--- src/rtl/sector_err_stats.sv ---
`timescale 1ns/1ps
module sector_err_stats #(
  parameter int NSEC_MAX = 16,
  localparam int CNT_W  = $clog2(NSEC_MAX + 1),
  localparam int ADDR_W = (NSEC_MAX > 4) ? $clog2((NSEC_MAX + 3) / 4) : 1,
  localparam int SUM_W  = $clog2(NSEC_MAX * 127 + 1)
) (
  input  logic              clk,
  input  logic              rst_n,
  input  logic              start,
  input  logic [CNT_W-1:0]  num_sec,
  input  logic              mask7,
  output logic              rd_en,
  output logic [ADDR_W-1:0] rd_addr,
  input  logic [31:0]       rd_data,
  output logic              busy,
  output logic              done,
  output logic [SUM_W-1:0]  total,
  output logic [CNT_W-1:0]  failed,
  output logic [6:0]        max_flip
);
  typedef enum logic [1:0] {S_IDLE, S_FETCH, S_PROC} st_t;
  st_t st;

  logic [CNT_W-1:0] idx, cnt;
  logic             fresh, m7;
  logic [31:0]      wreg;

  wire [CNT_W-1:0] req   = (num_sec > CNT_W'(NSEC_MAX)) ? CNT_W'(NSEC_MAX) : num_sec;
  wire [31:0]      word  = fresh ? rd_data : wreg;
  wire [7:0]       sbyte = word[{idx[1:0], 3'b000} +: 8];
  wire [6:0]       mask  = m7 ? 7'h7f : 7'h3f;
  wire [6:0]       fld   = sbyte[6:0] & mask;
  wire             bad   = (fld == mask);
  wire [CNT_W-1:0] nxt   = idx + 1'b1;

  assign busy    = (st != S_IDLE);
  assign rd_en   = (st == S_FETCH);
  assign rd_addr = ADDR_W'(idx >> 2);

  always_ff @(posedge clk) begin
    if (!rst_n) begin
      st       <= S_IDLE;
      idx      <= '0;
      cnt      <= '0;
      fresh    <= 1'b0;
      m7       <= 1'b0;
      wreg     <= '0;
      done     <= 1'b0;
      total    <= '0;
      failed   <= '0;
      max_flip <= '0;
    end else begin
      done <= 1'b0;
      case (st)
        S_IDLE: if (start) begin
          total    <= '0;
          failed   <= '0;
          max_flip <= '0;
          idx      <= '0;
          cnt      <= req;
          m7       <= mask7;
          if (req == '0) done <= 1'b1;
          else           st   <= S_FETCH;
        end
        S_FETCH: begin
          fresh <= 1'b1;
          st    <= S_PROC;
        end
        S_PROC: begin
          fresh <= 1'b0;
          if (fresh) wreg <= rd_data;
          if (bad) failed <= failed + 1'b1;
          else begin
            total <= total + SUM_W'(fld);
            if (fld > max_flip) max_flip <= fld;
          end
          idx <= nxt;
          if (nxt == cnt) begin
            done <= 1'b1;
            st   <= S_IDLE;
          end else if (nxt[1:0] == 2'b00) begin
            st <= S_FETCH;
          end
        end
        default: st <= S_IDLE;
      endcase
    end
  end
endmodule

--- config.mk ---
export PLATFORM = sky130hd
export DESIGN_NAME = sector_err_stats
export DESIGN_NICKNAME = d
export VERILOG_FILES = /design/src/rtl/sector_err_stats.sv
export SDC_FILE = /design/constraint.sdc
export NUM_CORES = 1
export LEC_CHECK = 0
export BUFFER_PORTS_ARGS = -buffer_cell sky130_fd_sc_hd__buf_2
export CORE_ASPECT_RATIO = 1.2
export CORE_UTILIZATION = 54
export DETAILED_ROUTE_END_ITERATION = 6
export GPL_ROUTABILITY_DRIVEN = 0
export PLACE_DENSITY = 0.86
export SYNTH_ARGS = -nofsm -noshare
export SYNTH_HDL_FRONTEND = slang
export SYNTH_SLANG_ARGS = --single-unit
export TNS_END_PERCENT = 100
--- constraint.sdc ---
create_clock -name clk -period 5.25 [get_ports clk]
set_clock_uncertainty 0.15 [all_clocks]
set_input_delay 0.525 -clock clk [delete_from_list [all_inputs] [get_ports clk]]
set_output_delay 0.525 -clock clk [all_outputs]
set_load 0.02 [all_outputs]
==> impl_metrics.csv <==
group,metric,value,unit
worst_setup_path,r2r_slack,1.49,ns
die,start_util,56.7,%
synthesis,syn_area_per_cell,8.63,um^2
die,die_w,77.8,um
synthesis,synth_warnings,0,
global_routing,grt_util_met2,46.4,%
worst_setup_path,required,5.40,ns
synthesis,async_reset_ff_share,0,%
synthesis,synth_top_area_share,35.5,%
synthesis,ys_ff_latch,66,
global_routing,gr-total-overflow,0,
worst_setup_path,endpoint_kind,"register",
clock_network,cts_root_buffer,"clkbuf_8",
global_routing,grt_use_met1,27.3,%
synthesis,synth_fp_nets,494,
worst_setup_path,crit_arrival,3.91,ns
global_routing,antenna_found_initial,0,
sta,fmax,266,MHz
run,drv_cap,0,
clock_network,ctsHoldBuffers,0,
clock_network,cts_max_path_buffers,2,
placement,place_hpwl,6.45,mm
worst_setup_path,slowest_stage,"mux4_1",
global_routing,grt_pass1_wl,14.6,mm
synthesis,ys_types,56,
global_routing,grtUsageMet3,4.68,%
global_routing,track_usage,25.7,%
pwr,p_leak,1.82,nW
worst_setup_path,r2r-end,"total[8]",
pwr,ir_drop,0.000194,V
routing,drt_iter0_drc,221,
sta,tns,0,ns
clock_network,cts_tree,"built",
sta,min_period,3.76,ns
final_layout,syn2layout_area_growth,14.4,%
worst_hold_path,min-delay-start,"rd_data[9]",
die,die_h,93.0,um
worst_setup_path,start_kind,"register",
routing,viasPerCell,5.95,
global_routing,grt_pass1_vias,3398,
synthesis,synth_seq_area_share,35.5,%
worst_setup_path,path_class,"register to register",
sta,setup_violations,0,
worst_setup_path,worstPathCellList,"buf_4 -> mux4_1 -> mux2i_1 -> inv_1 -> ha_1 -> fa_1 -> a21o_1 -> a21o_1 -> a211oi_1 -> o21bai_1 -> a31oi_1 -> a41o_1",
routing,routed_wl,8.81,mm
die,fp.dieArea,7240,um^2
synthesis,syn_inst,432,
sta,whs,0.264,ns
worst_setup_path,reg2reg_depth,12,
clock_network,postCtsSetupBuffers,0,
die,ioPinCount,69,
worst_setup_path,worst_path_most_repeated_cell,"a21o_1",
clock_network,cts_made_buffers,9,
final_layout,post-route-util,64.9,%
routing,first_pass_iters,5,
sta,slew_headroom,25.0,%
final_layout,nNetsFinal,548,
clock_network,path_clk_slew,0.07,ns
worst_setup_path,critical-path-max-stage-delay,0.62,ns
pwr,p_total,0.00156,W
clock_network,ctsHtreeMaxLevel,3,
worst_hold_path,whs_endpoint,"wreg[9]",
global_routing,grt-busiest-layer,"met2",
worst_setup_path,rr_startpoint,"fresh",
routing,wl_per_cell,15.3,um
pwr,powerDensity,366,nW/um^2
placement,port_buffers,64,
clock_network,clock_sinks,66,
sta,finalCritPeriodShare,71.6,%
synthesis,synth-edff-count,0,
worst_hold_path,worstHoldPathType,"input port to register",
routing,num_vias,3429,
die,core,6570,um^2
final_layout,antenna_cells,0,
global_routing,grt_max_degree,56,
sta,rsz0062_at_grt,"no",
sta,slew_viol_final,0,
final_layout,drive_gt1_share,19.3,%
routing,postRouteAntennaNets,0,
worst_setup_path,critical_path_peak_fanout,17,
sta,hold_violations,0,
sta,worst_pin_slew,1.13,ns
routing,drc,0,
worst_hold_path,whs_path_depth,3,
outcome,outcome,"completed",
synthesis,synthFlopType,"dfxtp_1",
synthesis,yosys-top-cells-area,"dfxtp_1 35%, nand2_1 9.1%, ha_1 6.7%",
synthesis,syn_area,3730,um^2
synthesis,yosysTopAreaCell,"dfxtp_1",
die,placementRows,32,
clock_network,clk_latency,0.36,ns
clock_network,cts.repair.resized,0,
[report_power, final]
group          leakage, nW  switching (W)  internal [W]
logic                 1.17       0.000325      0.000182
clock network        0.117       0.000203      0.000294
registers            0.533      0.0000248      0.000530
[routing by layer]
layer,up-vias,wire (um)
met5,-,0
met4,0,305
met3,29,409
met2,98,4530
met1,1630,3560
li1,1672,-
[placed cells by master, fill, tap and decap left out, types with 4 or more instances in the layout]
cell type | Yosys | layout
nand2_1 | 90 | 90
dfxtp_1 | 66 | 66
nand3_1 | 13 | 13
mux4_2 | 6 | 6
mux4_1 | 8 | 8
nor3_1 | 5 | 5
a211oi_1 | 5 | 5
mux2i_1 | 5 | 5
nand4_1 | 8 | 8
clkbuf_8 | 0 | 11
o21ai_0 | 11 | 11
nor2_1 | 28 | 28
a22oi_1 | 4 | 4
xnor2_1 | 5 | 5
o31ai_1 | 10 | 10
inv_1 | 17 | 17
buf_2 | 0 | 64
a21o_1 | 5 | 5
ha_1 | 20 | 20
a21oi_1 | 49 | 49
nor3b_1 | 4 | 4
[sequential cells by signal, indices dropped and copies added (netlist names)]
name	flops
wreg	28
cnt	5
total	11
idx	5
failed	5
m7	1
done	1
st	2
fresh	1
max_flip	7
[cell type report]
type	count	area (um^2)
clock buffer	12	155
fill	565	2300
tap	85	106
multi-input combinational	324	2200
sequential	66	1320
timing repair buffer	66	335
clock inverter	4	73.8
inverter	19	71.3
[worst max-delay path: cells and delay by family (launching register included)]
family	cells	cell delay, ns
mux	2	0.93
flops	1	0.31
compound gates	6	1.30
buf+inv	2	0.35
fa+ha+maj	2	0.65
[Yosys cell counts, types with 2 or more instances]
library cell and count:
and3_1 3, mux4_1 8, buf_1 2, a22oi_1 4
a21o_1 5, a211oi_1 5, o21ai_0 11, inv_1 17
a31oi_1 3, dfxtp_1 66, clkbuf_1 13, a221o_1 3
mux4_2 6, and2_1 3, nand3_1 13, ha_1 20
nor2_1 28, a21oi_1 49, nor3b_1 4, buf_4 3
nand2_1 90, xor2_1 3, o21a_1 2, o211ai_1 3
nand4_1 8, nor3_1 5, buf_6 5, a41oi_1 2
or4_1 2, a41o_1 2, xnor2_1 5, mux2i_1 5
o31ai_1 10, o32ai_1 2
[how the worst max path moves through the flow]
stage / endpoint / depth (start not counted) / start / slack, ns
floorplan: total[10] / 11 / idx[1] / 2.02
global placement: total[10] / 11 / fresh / 1.62
detailed placement: total[8] / 12 / fresh / 1.53
CTS: total[8] / 12 / fresh / 1.53
global route: total[10] / 11 / idx[0] / 1.30
finish: total[8] / 12 / fresh / 1.49
[per-stage QoR]
| step | std cells | instance area (um^2) | worst slack [ns] |
|---|---|---|---|
| 2_1_floorplan | 432 | 3730 | 2.02 |
| 3_3_place_gp | 560 | 4030 | 1.62 |
| 3_5_place_dp | 560 | 4030 | 1.53 |
| 4_1_cts | 576 | 4260 | 1.53 |
| 5_1_grt | 576 | 4260 | 1.30 |
| 6_report | 576 | 4260 | 1.49 |
[logic make-up after synthesis]
family | count (synthesis) | share of synthesized area [%]
flops | 66 | 35.5
fa+ha+maj | 21 | 7.25
buf+inv | 42 | 5.54
compound gates | 111 | 19.0
simple gates | 163 | 19.3
mux | 20 | 10.9
xor+xnor | 9 | 2.48
No activity file was read; power rests on OpenSTA's default activity.
